<file path="src/rtl/xkr_pkg.sv">
package xkr_pkg;
    typedef enum logic [2:0] {
        ST_IDLE,
        ST_STEP,
        ST_FETCH_OLD,
        ST_FETCH_NEW,
        ST_STORE_OLD,
        ST_STORE_NEW
    } seq_state_e;
endpackage

</file>
<file path="src/rtl/xkr_translate.sv">
module xkr_translate #(
    parameter int ADDR_W = 3
) (
    input  logic [ADDR_W-1:0] addr,
    input  logic [ADDR_W-1:0] key_old,
    input  logic [ADDR_W-1:0] key_new,
    input  logic [ADDR_W-1:0] sweep,
    output logic [ADDR_W-1:0] phys
);
    logic [ADDR_W-1:0] partner;
    logic [ADDR_W-1:0] pair_low;

    always_comb begin
        partner  = addr ^ key_old ^ key_new;
        pair_low = (addr < partner) ? addr : partner;
        // A pair is migrated once its lower member lies below the sweep pointer.
        phys     = (pair_low < sweep) ? (addr ^ key_new) : (addr ^ key_old);
    end
endmodule

</file>
<file path="src/rtl/xkr_pacer.sv">
module xkr_pacer #(
    parameter int WRITES_PER_STEP = 2
) (
    input  logic clk,
    input  logic rst_n,
    input  logic wr_fire,
    output logic last_slot
);
    localparam int CW = (WRITES_PER_STEP > 1) ? $clog2(WRITES_PER_STEP) : 1;
    localparam logic [CW-1:0] LAST = CW'(WRITES_PER_STEP - 1);

    logic [CW-1:0] cnt_q;

    assign last_slot = (cnt_q == LAST);

    always_ff @(posedge clk) begin
        if (!rst_n) begin
            cnt_q <= '0;
        end else if (wr_fire) begin
            cnt_q <= last_slot ? '0 : cnt_q + 1'b1;
        end
    end
endmodule

</file>
<file path="src/rtl/xkey_remapper.sv">
module xkey_remapper
    import xkr_pkg::*;
#(
    parameter int ADDR_W          = 3,
    parameter int DATA_W          = 8,
    parameter int WRITES_PER_STEP = 2
) (
    input  logic              clk,
    input  logic              rst_n,
    input  logic              req_valid,
    input  logic              req_write,
    input  logic [ADDR_W-1:0] req_addr,
    input  logic [DATA_W-1:0] req_wdata,
    output logic              req_ready,
    output logic              rsp_valid,
    output logic [DATA_W-1:0] rsp_rdata,
    input  logic [ADDR_W-1:0] key_in,
    output logic [ADDR_W-1:0] mem_addr,
    output logic              mem_we,
    output logic [DATA_W-1:0] mem_wdata,
    input  logic [DATA_W-1:0] mem_rdata
);
    localparam logic [ADDR_W-1:0] PTR_LAST = '1;

    seq_state_e        state_q, state_d;
    logic [ADDR_W-1:0] key_old_q, key_new_q, sweep_q;
    logic [DATA_W-1:0] hold_q;
    logic              rsp_q;
    logic [ADDR_W-1:0] req_phys;
    logic [ADDR_W-1:0] loc_old, loc_new, sweep_partner;
    logic              need_swap, wr_fire, rd_fire, last_slot, advance;

    xkr_translate #(.ADDR_W(ADDR_W)) u_translate (
        .addr    (req_addr),
        .key_old (key_old_q),
        .key_new (key_new_q),
        .sweep   (sweep_q),
        .phys    (req_phys)
    );

    xkr_pacer #(.WRITES_PER_STEP(WRITES_PER_STEP)) u_pacer (
        .clk       (clk),
        .rst_n     (rst_n),
        .wr_fire   (wr_fire),
        .last_slot (last_slot)
    );

    assign loc_old       = sweep_q ^ key_old_q;
    assign loc_new       = sweep_q ^ key_new_q;
    assign sweep_partner = sweep_q ^ key_old_q ^ key_new_q;
    assign need_swap     = (sweep_q < sweep_partner);
    assign wr_fire       = req_valid && req_ready && req_write;
    assign rd_fire       = req_valid && req_ready && !req_write;
    assign advance       = ((state_q == ST_STEP) && !need_swap) || (state_q == ST_STORE_NEW);
    assign rsp_valid     = rsp_q;
    assign rsp_rdata     = mem_rdata;

    // State register
    always_ff @(posedge clk) begin
        if (!rst_n) state_q <= ST_IDLE;
        else        state_q <= state_d;
    end

    // Next state and outputs
    always_comb begin
        state_d   = state_q;
        req_ready = 1'b0;
        mem_addr  = req_phys;
        mem_we    = 1'b0;
        mem_wdata = req_wdata;
        unique case (state_q)
            ST_IDLE: begin
                req_ready = 1'b1;
                mem_we    = req_valid && req_write;
                if (req_valid && req_write && last_slot) state_d = ST_STEP;
            end
            ST_STEP: begin
                state_d = need_swap ? ST_FETCH_OLD : ST_IDLE;
            end
            ST_FETCH_OLD: begin
                mem_addr = loc_old;
                state_d  = ST_FETCH_NEW;
            end
            ST_FETCH_NEW: begin
                mem_addr = loc_new;
                state_d  = ST_STORE_OLD;
            end
            ST_STORE_OLD: begin
                mem_addr  = loc_old;
                mem_we    = 1'b1;
                mem_wdata = mem_rdata;
                state_d   = ST_STORE_NEW;
            end
            ST_STORE_NEW: begin
                mem_addr  = loc_new;
                mem_we    = 1'b1;
                mem_wdata = hold_q;
                state_d   = ST_IDLE;
            end
            default: state_d = ST_IDLE;
        endcase
    end

    // Keys, sweep pointer, swap holding register, read response
    always_ff @(posedge clk) begin
        if (!rst_n) begin
            key_old_q <= '0;
            key_new_q <= key_in;
            sweep_q   <= '0;
            hold_q    <= '0;
            rsp_q     <= 1'b0;
        end else begin
            rsp_q <= rd_fire;
            if (state_q == ST_FETCH_NEW) hold_q <= mem_rdata;
            if (advance) begin
                if (sweep_q == PTR_LAST) begin
                    sweep_q   <= '0;
                    key_old_q <= key_new_q;
                    key_new_q <= key_in;
                end else begin
                    sweep_q <= sweep_q + 1'b1;
                end
            end
        end
    end
endmodule

</file>
<file path="config.mk">
export PLATFORM = sky130hd
export DESIGN_NAME = xkey_remapper
export DESIGN_NICKNAME = d
export VERILOG_FILES = /design/src/rtl/xkr_pkg.sv /design/src/rtl/xkr_translate.sv /design/src/rtl/xkr_pacer.sv /design/src/rtl/xkey_remapper.sv
export SDC_FILE = /design/constraint.sdc
export NUM_CORES = 1
export LEC_CHECK = 0
export BUFFER_PORTS_ARGS = -buffer_cell sky130_fd_sc_hd__buf_4
export CORE_ASPECT_RATIO = 1.75
export CORE_MARGIN = 1
export CORE_UTILIZATION = 56
export DETAILED_ROUTE_END_ITERATION = 8
export PLACE_DENSITY_LB_ADDON = 0.15
export RECOVER_POWER = 100
export SLEW_MARGIN = 10
export SYNTH_ARGS = -nofsm -noshare
export SYNTH_HDL_FRONTEND = slang
export SYNTH_SLANG_ARGS = --single-unit
</file>
<file path="constraint.sdc">
create_clock -name clk -period 5.6 [get_ports clk]
set_input_delay 0.28 -clock clk [delete_from_list [all_inputs] [get_ports clk]]
set_output_delay 0.28 -clock clk [all_outputs]
set_load 0.01 [all_outputs]
</file>
==> metrics.json <==
{
  "clock_insertion_delay_worst_skew": {"value": 0.26, "unit": "ns"},
  "failing_checks": {"value": "design-rule violations"},
  "critPathCaptureType": {"value": "primary output"},
  "holdCritPathClass": {"value": "input port to flip-flop"},
  "max_cap_viol_count": {"value": 0},
  "synth-compound-area-share": {"value": 18.9, "unit": "%"},
  "final_nets": {"value": 265},
  "final.setup.tns": {"value": 0, "unit": "ns"},
  "gr-usage-all-layers": {"value": 25.4, "unit": "%"},
  "holdBufCountCts": {"value": 0},
  "vias_per_cell": {"value": 6.01},
  "grt.overflow.total": {"value": 0},
  "clock_tree_from_tritoncts": {"value": "yes"},
  "synthCells": {"value": 194},
  "required": {"value": 5.32, "unit": "ns"},
  "chipWidth": {"value": 43.8, "unit": "um"},
  "number_of_resized_instances_in_the_post_cts_repair_step": {"value": 0},
  "number_of_global_route_vias_before_repair": {"value": 1453},
  "power.leakage": {"value": 0.876, "unit": "nW"},
  "mappedNetlistArea": {"value": 1710, "unit": "um^2"},
  "combinational_family_with_the_most_area_after_synthesis": {"value": "compound AO/OA/AOI/OAI gates"},
  "slew_viol_final": {"value": 0},
  "row_cnt": {"value": 26},
  "floorplan.io_pins": {"value": 48},
  "max_clock_freq": {"value": 0.230, "unit": "GHz"},
  "clk_transition_reported_paths": {"value": 0.08, "unit": "ns"},
  "final_period_minus_worst_setup_slack": {"value": 4.34, "unit": "ns"},
  "grt_max_degree": {"value": 19},
  "drc": {"value": 5},
  "cts-root-to-sink-buffers": {"value": 2},
  "number_of_nets_produced_by_synthesis": {"value": 228},
  "port_buffers": {"value": 47},
  "worst-path-max-fanout": {"value": 5},
  "cellPowerDensity": {"value": 191, "unit": "nW/um^2"},
  "synth.yosys.warnings": {"value": 0},
  "tritoncts_num_sinks": {"value": 22},
  "worstSetupPathType": {"value": "flip-flop to primary output"},
  "fin_skew": {"value": 0.00497, "unit": "ns"},
  "n_fill_cell": {"value": 276},
  "worst-endpoint-arrival": {"value": 4.06, "unit": "ns"},
  "avgSynthCellArea": {"value": 8.82, "unit": "um^2"},
  "tritoncts.num_buffers": {"value": 3},
  "rsz0062_at_grt": {"value": "false"},
  "timing.max_slew.rel_slack": {"value": 12.0, "unit": "%"},
  "final.hold.worst_slack": {"value": 0.217, "unit": "ns"},
  "finalSetupViolations": {"value": 0},
  "synth_xor_xnor_area_share": {"value": 9.22, "unit": "%"},
  "area_growth": {"value": 13.5, "unit": "%"},
  "post_synthesis_cell_type_count": {"value": 46},
  "avgRoutedWirePerCell": {"value": 15.5, "unit": "um"},
  "htree_levels": {"value": 1},
  "num_vias": {"value": 1551},
  "status": {"value": "finished, violations left"},
  "drtAntennaViolNets": {"value": 0},
  "multi_input_logic_area": {"value": 1060, "unit": "um^2"},
  "cts-root-buf": {"value": "clkbuf_8"},
  "muxShareOfSynthArea": {"value": 14.0, "unit": "%"},
  "timing.critical_path.from_type": {"value": "flip-flop"},
  "buffers_inserted_by_post_cts_timing_repair": {"value": 0},
  "drt_pre_antenna_iters": {"value": 6},
  "drt_first_iter_violations": {"value": 68},
  "antenna_found_initial": {"value": 0},
  "dieArea": {"value": 3290, "unit": "um^2"},
  "period_share": {"value": 77.6, "unit": "%"},
  "wire_length_of_the_first_global_routing_pass": {"value": 6.24, "unit": "mm"},
  "ratio_of_cells_with_drive_above_1_in_the_final_layout": {"value": 17.0, "unit": "%"},
  "timing_hold_violations_final": {"value": 0},
  "synth_sequential_area_ratio": {"value": 27.5, "unit": "%"},
  "detailedPlacementHpwl": {"value": 3.21, "unit": "mm"},
  "route.final.wire_length": {"value": 4.01, "unit": "mm"},
  "antenna_cells_inserted": {"value": 0},
  "initial_utilization": {"value": 59.1, "unit": "%"},
  "r2r_setup_slack": {"value": 2.96, "unit": "ns"},
  "routabilityCongestion": {"value": 0.827},
  "peakVddDrop": {"value": 0.182, "unit": "mV"},
  "post_synth_and_or_nand_nor_area_fraction": {"value": 15.9, "unit": "%"},
  "dieHeight": {"value": 75.1, "unit": "um"},
  "max_slew.worst_pin.slew": {"value": 1.30, "unit": "ns"},
  "synth.ff_latch_count": {"value": 22},
  "fraction_of_the_mapped_netlist_area_in_adder_cells": {"value": 5.85, "unit": "%"},
  "core-area": {"value": 2900, "unit": "um^2"},
  "register_area": {"value": 470, "unit": "um^2"}
}
logic make-up after synthesis:
kind of cell | Yosys count
xor gates and xnor gates | 15
muxes | 24
AOI/OAI and AO/OA | 44
and+or+nand+nor | 54
adders and majority gates | 8
buffers and inverters | 27
DFF | 22
sequential cells by signal, summed over array words and instances (netlist names):
register / flops
hold_q: 8
key_new_q: 3
key_old_q: 3
state_q: 3
sweep_q: 3
rsp_valid: 1
u_pacer.last_slot: 1
report_power, final:
group | switching (W) | total [W] | internal, W | leakage (nW)
logic | 0.0000527 | 0.000103 | 0.0000499 | 0.671
clock network | 0.0000484 | 0.0000991 | 0.0000507 | 0.0228
registers | 0.00000594 | 0.000169 | 0.000163 | 0.183
synth_stat cells, drive strengths merged:
cell / n / area [um^2]
a2111oi: 1 / 8.76
nor3: 5 / 36.3
or2: 1 / 6.26
edfxtp: 3 / 90.1
and4b: 1 / 10.0
a21oi: 6 / 30.0
and2: 1 / 8.76
xor2: 5 / 62.6
clkinv: 1 / 3.75
mux2i: 24 / 240
nor2: 20 / 75.1
nand2: 13 / 48.8
and2b: 1 / 8.76
buf: 12 / 78.8
nor4: 3 / 18.8
a211o: 1 / 8.76
o22a: 1 / 8.76
xnor2: 10 / 95.1
nand3: 3 / 15.0
a41oi: 2 / 17.5
or3: 5 / 36.3
o21a: 7 / 52.6
ha: 8 / 100
o221ai: 2 / 17.5
o311ai: 1 / 26.3
a31oi: 3 / 18.8
nor4b: 1 / 8.76
a311oi: 1 / 8.76
a221o: 1 / 10.0
o211ai: 1 / 12.5
clkbuf: 3 / 21.3
o21ai: 15 / 78.8
inv: 11 / 41.3
dfxtp: 19 / 380
o41ai: 2 / 25.0
path summary, 6_finish.rpt:
check,start,to,cells past startpoint
hold reg to reg,hold_q[2],hold_q[2],2
hold / removal,key_in[2],key_new_q[2],1
setup reg to reg,key_new_q[1],key_new_q[0],7
setup / recovery,key_new_q[2],mem_addr[0],13
per-layer routing:
metal,vias up,global-route usage [%],wire (um)
met5,-,0,0
met3,9,1.44,116
met4,0,11.8,108
li1,761,-,-
met1,730,22.9,1410
met2,51,53.9,2370
metrics by stage:
stage	total power (W)	utilization (%)	cells	worst slack, ns	instance area (um^2)
after floorplan	0.000241	-	194	2.46	1710
after global placement	0.000280	69.0	254	2.10	2000
after detailed placement	0.000283	69.0	254	2.01	2000
after CTS	0.000381	70.6	258	1.71	2040
after global routing	0.000388	67.0	258	1.04	1940
final	0.000371	67.0	258	1.26	1940
placed cells by master (no fill, tap or decap), drive strengths merged, types with 6 or more instances in the layout:
cell type	instances
clkbuf	26
buf	25
mux2i	24
nor2	20
dfxtp	19
o21ai	15
nand2	13
inv	11
xnor2	10
ha	8
o21a	7
a21oi	6
critical path, stage by stage, from the launching register on:
cell and delay (ns):
edfxtp_1 0.47, xor2_1 0.34, xnor2_1 0.16, ha_1 0.27, a21oi_1 0.32, nor2_1 0.10
xnor2_1 0.14, ha_1 0.23, and2b_2 0.22, o311ai_0 0.39, or3_1 0.56, a41oi_1 0.28
o21ai_0 0.14, buf_4 0.17
cell type report:
type	instances	share of cell area [%]
clock buffer	4	2.32
inverter	12	2.32
multi-input combinational	145	54.8
sequential	22	24.2
tap	28	1.81
timing repair buffer	47	14.5
Power figures use the tool's default switching activity.
